<file path="config.mk">
export PLATFORM = sky130hd
export DESIGN_NAME = mbus_regfile
export DESIGN_NICKNAME = d
export VERILOG_FILES = /design/src/rtl/mbus_pkg.sv /design/src/rtl/mbus_latch.sv /design/src/rtl/mbus_regs.sv /design/src/rtl/mbus_clkgen.sv /design/src/rtl/mbus_regfile.sv
export SDC_FILE = /design/constraint.sdc
export NUM_CORES = 1
export LEC_CHECK = 0
export ABC_AREA = 1
export BUFFER_PORTS_ARGS = -buffer_cell sky130_fd_sc_hd__buf_4
export CAP_MARGIN = 15
export CORE_MARGIN = 4
export CORE_UTILIZATION = 47
export CTS_CLUSTER_DIAMETER = 200
export DETAILED_ROUTE_END_ITERATION = 8
export HOLD_SLACK_MARGIN = 0.08
export PLACE_DENSITY = 0.82
export SYNTH_ARGS = -nofsm -noshare
export SYNTH_HDL_FRONTEND = slang
export SYNTH_SLANG_ARGS = --single-unit
</file>
<file path="constraint.sdc">
create_clock -name clk -period 1.2 [get_ports clk]
set_input_delay 0.18 -clock clk [delete_from_list [all_inputs] [get_ports clk]]
set_output_delay 0.18 -clock clk [all_outputs]
set_load 0.01 [all_outputs]
</file>
<file path="src/rtl/mbus_pkg.sv">
package mbus_pkg;

    localparam int unsigned ADDR_W = 3;

    localparam logic [ADDR_W-1:0] ADDR_CTRL0 = 3'd0;
    localparam logic [ADDR_W-1:0] ADDR_CTRL1 = 3'd1;
    localparam logic [ADDR_W-1:0] ADDR_DET   = 3'd2;
    localparam logic [ADDR_W-1:0] ADDR_TONE  = 3'd3;

    typedef enum logic [1:0] {
        MD_IDLE    = 2'd0,
        MD_FSK     = 2'd1,
        MD_DPSK_HI = 2'd2,
        MD_DPSK_LO = 2'd3
    } mode_e;

    // Latched bus-cycle context
    typedef struct packed {
        logic              sel;
        logic [ADDR_W-1:0] addr;
    } cyc_t;

    // Strobe events, valid for one clock
    typedef struct packed {
        logic wr_done;
        logic rd_start;
        logic rd_done;
    } strobe_ev_t;

    function automatic logic is_dpsk(input mode_e m);
        return (m == MD_DPSK_HI) || (m == MD_DPSK_LO);
    endfunction

    function automatic int unsigned half_cycles(input int unsigned base, input logic [1:0] rate);
        return base << rate;
    endfunction

endpackage

</file>
<file path="src/rtl/mbus_latch.sv">
module mbus_latch
    import mbus_pkg::*;
(
    input  logic              clk,
    input  logic              rst,
    input  logic              ale_i,
    input  logic              cs_n_i,
    input  logic              rd_n_i,
    input  logic              wr_n_i,
    input  logic [ADDR_W-1:0] bus_addr_i,
    output cyc_t              cyc_o,
    output strobe_ev_t        ev_o,
    output logic              rd_active_o
);

    logic ale_q;
    logic rd_n_q;
    logic wr_n_q;
    logic rd_act_q;
    cyc_t cyc_q;
    logic ale_fall;

    assign ale_fall = ale_q & ~ale_i;

    always_ff @(posedge clk) begin
        if (rst) begin
            ale_q  <= 1'b0;
            rd_n_q <= 1'b1;
            wr_n_q <= 1'b1;
        end else begin
            ale_q  <= ale_i;
            rd_n_q <= rd_n_i;
            wr_n_q <= wr_n_i;
        end
    end

    always_ff @(posedge clk) begin
        if (rst) begin
            cyc_q <= '0;
        end else if (ale_fall) begin
            cyc_q.sel  <= ~cs_n_i;
            cyc_q.addr <= bus_addr_i;
        end
    end

    always_comb begin
        ev_o.wr_done  = cyc_q.sel & ~wr_n_q & wr_n_i;
        ev_o.rd_start = cyc_q.sel & rd_n_q & ~rd_n_i & ~rd_act_q;
        ev_o.rd_done  = rd_act_q & rd_n_i;
    end

    always_ff @(posedge clk) begin
        if (rst) begin
            rd_act_q <= 1'b0;
        end else if (ev_o.rd_start) begin
            rd_act_q <= 1'b1;
        end else if (ev_o.rd_done) begin
            rd_act_q <= 1'b0;
        end
    end

    assign cyc_o       = cyc_q;
    assign rd_active_o = rd_act_q;

endmodule

</file>
<file path="src/rtl/mbus_regs.sv">
module mbus_regs
    import mbus_pkg::*;
#(
    parameter int DW   = 8,
    parameter int NDET = 4
) (
    input  logic            clk,
    input  logic            rst,
    input  cyc_t            cyc_i,
    input  strobe_ev_t      ev_i,
    input  logic            rd_active_i,
    input  logic [DW-1:0]   wdata_i,
    input  logic [NDET-1:0] det_set_i,
    output logic [DW-1:0]   ctrl0_o,
    output logic [DW-1:0]   ctrl1_o,
    output logic [DW-1:0]   tone_o,
    output logic [DW-1:0]   rdata_o,
    output logic            irq_o
);

    logic [DW-1:0]   ctrl0_q;
    logic [DW-1:0]   ctrl1_q;
    logic [DW-1:0]   tone_q;
    logic [NDET-1:0] det_q;
    logic [NDET-1:0] det_next;
    logic [NDET-1:0] snap_q;
    logic            irq_q;
    logic            det_clear;

    always_ff @(posedge clk) begin
        if (rst) begin
            ctrl0_q <= '0;
            ctrl1_q <= '0;
            tone_q  <= '0;
        end else if (ev_i.wr_done) begin
            case (cyc_i.addr)
                ADDR_CTRL0: ctrl0_q <= wdata_i;
                ADDR_CTRL1: ctrl1_q <= wdata_i;
                ADDR_TONE:  tone_q  <= wdata_i;
                default: ;
            endcase
        end
    end

    assign det_clear = ev_i.rd_done && (cyc_i.addr == ADDR_DET);

    // One cell per detect bit: set by event, cleared only if it was read
    for (genvar g = 0; g < NDET; g++) begin : g_det
        always_comb begin
            det_next[g] = (det_q[g] & ~(det_clear & snap_q[g])) | det_set_i[g];
        end
        always_ff @(posedge clk) begin
            if (rst) begin
                det_q[g] <= 1'b0;
            end else begin
                det_q[g] <= det_next[g];
            end
        end
    end

    always_ff @(posedge clk) begin
        if (rst) begin
            snap_q <= '0;
            irq_q  <= 1'b0;
        end else begin
            if (ev_i.rd_start) begin
                snap_q <= det_q;
            end
            irq_q <= |det_next;
        end
    end

    always_comb begin
        case (cyc_i.addr)
            ADDR_CTRL0: rdata_o = ctrl0_q;
            ADDR_CTRL1: rdata_o = ctrl1_q;
            ADDR_DET:   rdata_o = rd_active_i ? DW'(snap_q) : DW'(det_q);
            ADDR_TONE:  rdata_o = tone_q;
            default:    rdata_o = '0;
        endcase
    end

    assign ctrl0_o = ctrl0_q;
    assign ctrl1_o = ctrl1_q;
    assign tone_o  = tone_q;
    assign irq_o   = irq_q;

endmodule

</file>
<file path="src/rtl/mbus_clkgen.sv">
module mbus_clkgen
    import mbus_pkg::*;
#(
    parameter int unsigned BASE_HALF = 2
) (
    input  logic       clk,
    input  logic       rst,
    input  logic       sel_baud_i,
    input  mode_e      mode_i,
    input  logic [1:0] rate_i,
    output logic       clk_out_o,
    output logic       use_baud_o
);

    localparam int unsigned MAX_HALF = BASE_HALF << 3;
    localparam int          CW       = $clog2(MAX_HALF + 1);

    logic          use_q;
    logic          baud_q;
    logic [CW-1:0] cnt_q;
    logic [CW-1:0] limit;

    assign limit = CW'(half_cycles(BASE_HALF, rate_i) - 1);

    always_ff @(posedge clk) begin
        if (rst) begin
            use_q <= 1'b0;
        end else begin
            use_q <= sel_baud_i & is_dpsk(mode_i);
        end
    end

    always_ff @(posedge clk) begin
        if (rst || !use_q) begin
            cnt_q  <= '0;
            baud_q <= 1'b0;
        end else if (cnt_q >= limit) begin
            cnt_q  <= '0;
            baud_q <= ~baud_q;
        end else begin
            cnt_q <= cnt_q + 1'b1;
        end
    end

    assign clk_out_o  = use_q ? baud_q : clk;
    assign use_baud_o = use_q;

endmodule

</file>
<file path="src/rtl/mbus_regfile.sv">
module mbus_regfile
    import mbus_pkg::*;
#(
    parameter int          DW        = 8,
    parameter int          NDET      = 4,
    parameter int unsigned BASE_HALF = 2
) (
    input  logic            clk,
    input  logic            rst,
    input  logic            ale_i,
    input  logic            cs_n_i,
    input  logic            rd_n_i,
    input  logic            wr_n_i,
    input  logic [DW-1:0]   bus_in_i,
    output logic [DW-1:0]   bus_out_o,
    output logic            bus_oe_o,
    input  logic [NDET-1:0] det_set_i,
    output logic            irq_n_o,
    output logic            clk_out_o,
    output logic [DW-1:0]   ctrl0_o,
    output logic [DW-1:0]   ctrl1_o,
    output logic [DW-1:0]   tone_o
);

    cyc_t          cyc_q;
    strobe_ev_t    ev;
    logic          rd_active;
    logic [DW-1:0] rdata;
    logic          irq;
    logic          use_baud;

    mbus_latch i_latch (
        .clk        (clk),
        .rst        (rst),
        .ale_i      (ale_i),
        .cs_n_i     (cs_n_i),
        .rd_n_i     (rd_n_i),
        .wr_n_i     (wr_n_i),
        .bus_addr_i (bus_in_i[ADDR_W-1:0]),
        .cyc_o      (cyc_q),
        .ev_o       (ev),
        .rd_active_o(rd_active)
    );

    mbus_regs #(.DW(DW), .NDET(NDET)) i_regs (
        .clk        (clk),
        .rst        (rst),
        .cyc_i      (cyc_q),
        .ev_i       (ev),
        .rd_active_i(rd_active),
        .wdata_i    (bus_in_i),
        .det_set_i  (det_set_i),
        .ctrl0_o    (ctrl0_o),
        .ctrl1_o    (ctrl1_o),
        .tone_o     (tone_o),
        .rdata_o    (rdata),
        .irq_o      (irq)
    );

    mbus_clkgen #(.BASE_HALF(BASE_HALF)) i_clkgen (
        .clk       (clk),
        .rst       (rst),
        .sel_baud_i(ctrl1_o[0]),
        .mode_i    (mode_e'(ctrl0_o[1:0])),
        .rate_i    (ctrl0_o[3:2]),
        .clk_out_o (clk_out_o),
        .use_baud_o(use_baud)
    );

    assign bus_oe_o  = cyc_q.sel & ~rd_n_i;
    assign bus_out_o = bus_oe_o ? rdata : '0;
    assign irq_n_o   = ~irq;

endmodule

</file>
==> results.cfg, run 1 <==
[floorplan]
initial_utilization_pct = 49.5
die-area_um2 = 5800
boundaryPins = 53
fp.dieH_um = 76.2
rows = 24
design.core.area_um2 = 4410
die_w_um = 76.2

[final_layout]
mostFrequentLayoutCells = buf_4 (69), nor2_1 (58), nand2_1 (42)
diodes = 0
regArea_um2 = 988
multi_input_area_um2 = 1300
layout_commonest_cell = buf_4
final_util_pct = 80.8
area_delta_synth_final_pct = 63.2
layout-drive-gt1-share_pct = 46.3
final_nets = 423
n_fill_cell = 257

[critical_path]
crit_required_ns = 1.02
worstSetupEndpointType = output pin
start_kind = register
crit_slowest_cell = dfxtp_4
path_cells = o21ai_0, nand2_2, a41oi_2, buf_4
cpPeakStageDelay_ns = 0.39
cp.arrival_ns = 1.60
crit_fanout = 9
critPathKind = reg -> out

[power_and_ir_drop]
finalPower_mw = 3.47
ir_worst_vdd_mv = 0.694
p_per_area_nw_per_um2 = 974
p_leak_nw = 1.55

[placement]
io_buffers = 52
hpwl_um = 4300
finalWeightedCongestion = 0.800

[clock_network]
cts_tree = yes
clk_pin_slew_worst_paths_ns = 0.09
clock_latency_ns = 0.42

[routing]
drtIter0Drc = 227
wire_per_inst_um = 17.5
wl_um = 7890
num_vias = 2470
drt_pass1_iterations = 4
viasPerCell = 5.46
antenna_left = 0
drc = 0

[timing]
whs_ns = 0.138
setup_violations = 47
finalMaxSlewViolations = 0
fin_crit_ns = 1.78
setup_ws_ns = -0.584
post-route-period-util_pct = 149
final-hold-violation-count = 0
max_freq_mhz = 561
fin_skew_ns = 0.00782
rsz0062_at_grt = true

[min_path]
worstHoldPathType = in -> reg

[synth]
synth_cell_types = 34
async_reset_ff_share_pct = 0
ys_seq_elements = 48
synth-edff-count = 0
syn_inst = 291
synth_area_um2 = 2180
ys.flop_type = dfxtp_1
syn_nets = 314
ys_seq_area_share_pct = 44.0
synth_warnings = 0
syn_avg_cell_area_um2 = 7.51

[global_route]
overflow = 0
grt_antenna_before_repair = 0
grt_start_max_net_pins = 28
first_global_vias = 2311
grt_pass1_wl_um = 10700
grt.total_usage_pct = 23.0

[flow_run]
drv_cap = 0

[run_status]
violations = negative setup slack
outcome = complete, but fails checks
[critical path, delay by kind of cell, from the launching register on]
kind | cells | cell delay (ns)
buffers and inverters | 1 | 0.16
DFF | 1 | 0.39
AOI/OAI and AO/OA | 2 | 0.53
and+or+nand+nor | 1 | 0.12
[kinds of logic (layout without fill, tap and decap cells)]
group                    Yosys count  in the layout  synth area share [%]
AO/OA/AOI/OAI                     54             54                  14.7
XOR/XNOR                           3              3                  1.20
adder cells (fa/ha/maj)            5              5                  2.86
buffers and inverters             35            144                  6.64
flip-flops                        48             48                  44.0
other                              1              1                 0.172
AND/OR/NAND/NOR                  145            145                  30.5
[where the power goes]
part / total (mW) / switching, mW / internal (mW)
Clock: 1.42 / 0.657 / 0.759
Sequential: 1.65 / 0.0323 / 1.62
Combinational: 0.407 / 0.212 / 0.195
[layer usage]
layer  vias to the layer above  wire, µm  track usage [%]
met5                         -         0                0
met4                         0       310             11.4
met3                        35       558             6.62
met2                       117      3810             37.8
met1                      1167      3210             27.1
li1                       1151         -                -
[final cells by class]
type | count | area share [%]
Clock buffer | 10 | 3.79
Timing Repair Buffer | 104 | 25.7
Timing Repair inverter | 1 | 0.176
Multi-Input combinational cell | 208 | 36.5
Inverter | 29 | 4.32
Sequential cell | 48 | 27.7
Tap cell | 52 | 1.83
[registers in the layout, indices dropped and copies added, names as in the netlist, 4 cells and up]
name            flops
i_latch.cyc_o       4
i_regs.ctrl0_o      8
i_regs.det_q        4
i_regs.snap_q       4
i_regs.ctrl1_o      8
i_regs.tone_o       8
i_clkgen.cnt_q      5
[cell usage after synthesis (2+ instances only)]
library cell / instances / area (µm²)
nand2_1: 56 / 210
inv_2: 7 / 26.3
a31oi_1: 4 / 25.0
nor2_4: 3 / 33.8
nand4_1: 5 / 31.3
xor2_1: 2 / 17.5
inv_1: 19 / 71.3
a21oi_1: 10 / 50.1
dfxtp_1: 48 / 961
nand3_1: 3 / 15.0
o21ai_0: 32 / 160
a41oi_1: 3 / 26.3
buf_1: 2 / 7.51
ha_1: 5 / 62.6
nand2_2: 3 / 18.8
a211oi_2: 2 / 25.0
nor2_1: 67 / 251
clkbuf_1: 2 / 7.51
nand3_2: 3 / 30.0
[metrics by stage]
stage	area (µm²)	std cells	setup TNS (ns)	worst slack, ns
CTS	3360	444	-4.91	-0.469
global placement	2860	411	-1.23	-0.0987
detailed placement	2860	411	-2.64	-0.152
global route	3560	452	-14.52	-0.614
floorplan	2240	291	0	0.00226
finish	3560	452	-12.08	-0.584
[path summary, 6_finish.rpt]
| check | start | to | slack [ns] | depth (start not counted) |
|---|---|---|---|---|
| hold / removal | rst | i_latch.cyc_o[3]$_SDFFE_PP0P_ | 0.14 | 4 |
| setup reg to reg | i_latch.cyc_o[0]$_SDFFE_PP0P_ | i_regs.tone_o[6]$_SDFFE_PP0P_ | -0.51 | 11 |
| hold reg to reg | i_clkgen.cnt_q[0]$_SDFF_PP0_ | i_clkgen.cnt_q[0]$_SDFF_PP0_ | 0.48 | 1 |
| setup / recovery | i_latch.rd_active_o$_SDFFE_PP0P_ | bus_out_o[0] | -0.58 | 4 |
[timing repair]
action,4_1_cts,5_1_grt
setup buffers,6,9
hold endpoints to repair,37,0
gates resized for setup,51,56
gates cloned,1,0
pin swaps,20,30
endpoints found under the setup margin,46,49
hold buffers,19,0
No activity file was read; power rests on OpenSTA's default activity.
==> run 2: changes to the inputs <==
--- a/config.mk
+++ b/config.mk
@@ -9,11 +9,11 @@
 export BUFFER_PORTS_ARGS = -buffer_cell sky130_fd_sc_hd__buf_4
 export CAP_MARGIN = 15
 export CORE_MARGIN = 4
-export CORE_UTILIZATION = 47
+export CORE_UTILIZATION = 53
 export CTS_CLUSTER_DIAMETER = 200
 export DETAILED_ROUTE_END_ITERATION = 8
 export HOLD_SLACK_MARGIN = 0.08
-export PLACE_DENSITY = 0.82
+export PLACE_DENSITY = 0.87
 export SYNTH_ARGS = -nofsm -noshare
 export SYNTH_HDL_FRONTEND = slang
 export SYNTH_SLANG_ARGS = --single-unit
==> constraint.sdc (replaced) <==
create_clock -name clk -period 1.7 [get_ports clk]
set_input_delay 0.255 -clock clk [delete_from_list [all_inputs] [get_ports clk]]
set_output_delay 0.255 -clock clk [all_outputs]
set_load 0.01 [all_outputs]
==> run 2 against run 1 <==
The run still ends with negative setup slack left. Worst setup slack improved by 0.47 ns. Clock power decreased by 31%. Via count decreased by 9.3%.
==> results.cfg, run 2 (same netlist as run 1, synthesis figures left out) <==
[min_path]
holdPathStages = 3
min_to = i_latch.ale_q$_SDFF_PP0_
min_from = ale_i
worstHoldPathType = in -> reg

[timing]
whs_ns = 0.0792
setup_violations = 8
rsz0062_at_grt = true
fin_skew_ns = 0.00394
finalMaxSlewViolations = 0
setup_ws_ns = -0.110
post-route-period-util_pct = 106
fin_crit_ns = 1.81
tns_ns = -0.520
final-hold-violation-count = 0
max_freq_mhz = 552

[critical_path]
cp.arrival_ns = 1.56
crit_fanout = 8
crit_cells = 6
start_kind = register
r2r-start = i_regs.ctrl0_o[3]$_SDFFE_PP0P_
reg2reg_setup_slack_ns = 0.20
crit_required_ns = 1.44
cpPeakStageDelay_ns = 0.38
crit_family = flip-flops
worstSetupEndpointType = output pin
crit_buf_inv = 2
ff2ff_path_depth = 7
regToRegEndpoint = i_clkgen.cnt_q[0]$_SDFF_PP0_
crit_slowest_cell = dfxtp_4
critPathKind = reg -> out
path_cells = nor2_4, nand2_4, inv_8, nand2_2, a41oi_2, buf_4

[placement]
dp_cells = 388
io_buffers = 52
finalWeightedCongestion = 0.872
hpwl_um = 4130
pre_cts_ws_ns = 0.0523

[floorplan]
initial_utilization_pct = 54.6
fp.dieH_um = 72.2
die-area_um2 = 5210
rows = 23
design.core.area_um2 = 4000
die_w_um = 72.2
boundaryPins = 53

[clock_network]
cts_tree = yes
clk_pin_slew_worst_paths_ns = 0.08
clock_latency_ns = 0.41

[global_route]
grt_start_max_net_pins = 30
first_global_vias = 2139
grt_antenna_before_repair = 0
grt.total_usage_pct = 25.5
overflow = 0
grt_pass1_wl_um = 10100

[routing]
drtIter0Drc = 279
drt_pass1_iterations = 6
drc = 0
viasPerCell = 5.48
wire_per_inst_um = 15.4
antenna_left = 0
wl_um = 6280
num_vias = 2241

[final_layout]
layout-drive-gt1-share_pct = 33.1
n_fill_cell = 300
layout_commonest_cell = nor2_1
final_util_pct = 73.8
area_delta_synth_final_pct = 35.1
mostFrequentLayoutCells = nor2_1 (67), buf_4 (62), nand2_1 (49)
fin_cells = 409
final_nets = 382
diodes = 0

[power_and_ir_drop]
p_per_area_nw_per_um2 = 801
ir_worst_vdd_mv = 0.523
p_leak_nw = 1.33

[flow_run]
drv_cap = 0

[run_status]
violations = negative setup slack
outcome = complete, but fails checks
==> run 2: cell types whose count changed in the layout (fill, tap and decap cells not counted), sizes merged <==
cell	previous run	this run
buf	86	62
clkbuf	9	10
dlygate4sd3	19	2
inv	28	27
==> run 2: final cells by class <==
type | count | area (µm²) | area share [%]
inverter | 29 | 139 | 4.71
multi-input combinational | 208 | 1150 | 39.0
tap | 50 | 62.6 | 2.12
sequential | 48 | 975 | 33.0
clock buffer | 11 | 145 | 4.92
timing repair buffer | 63 | 478 | 16.2
==> run 2: repair_timing <==
| action | 4_1_cts | 5_1_grt |
|---|---|---|
| hold buffers | 2 | 0 |
| resized for setup | 23 | 12 |
| pin swaps | 10 | 4 |
| setup buffers | 7 | 2 |
| hold endpoints to repair | 2 | 0 |
| endpoints found under the setup margin | 8 | 14 |
==> run 2: report_power, final <==
group	internal [mW]	switching, mW	total [mW]
clock network	0.550	0.429	0.979
logic	0.0922	0.122	0.215
registers	1.14	0.0252	1.17
total	1.79	0.577	2.36
==> run 2: per-layer routing <==
| layer | wire length, µm | up-vias | part of all wire [%] | global-route usage, % |
|---|---|---|---|---|
| li1 | - | 1074 | - | - |
| met1 | 2460 | 1032 | 39 | 28.6 |
| met2 | 3140 | 110 | 50 | 42.7 |
| met3 | 482 | 25 | 7.7 | 8.73 |
| met4 | 202 | 0 | 3.2 | 13.4 |
| met5 | 0 | - | 0 | 0 |
==> run 2: stage by stage <==
step	total power, mW	area, µm²
after floorplan	1.32	2180
after global placement	1.42	2620
after detailed placement	1.42	2620
after CTS	2.35	2910
after global routing	2.45	2950
final	2.36	2950
==> run 2: worst max path at each step <==
stage | from | end
final | i_latch.cyc_o[0]$_SDFFE_PP0P_ | bus_out_o[0]
after global routing | i_latch.cyc_o[0]$_SDFFE_PP0P_ | bus_out_o[0]
after CTS | i_latch.cyc_o[0]$_SDFFE_PP0P_ | bus_out_o[0]
after detailed placement | i_regs.ctrl0_o[3]$_SDFFE_PP0P_ | i_clkgen.cnt_q[0]$_SDFF_PP0_
after global placement | i_regs.ctrl0_o[3]$_SDFFE_PP0P_ | i_clkgen.cnt_q[0]$_SDFF_PP0_
after floorplan | i_regs.ctrl0_o[3]$_SDFFE_PP0P_ | i_clkgen.cnt_q[0]$_SDFF_PP0_
==> run 2: tightest hold or removal path, stage by stage <==
cell	delay (ns)
buf_4	0.08
inv_1	0.04
nor2_1	0.08
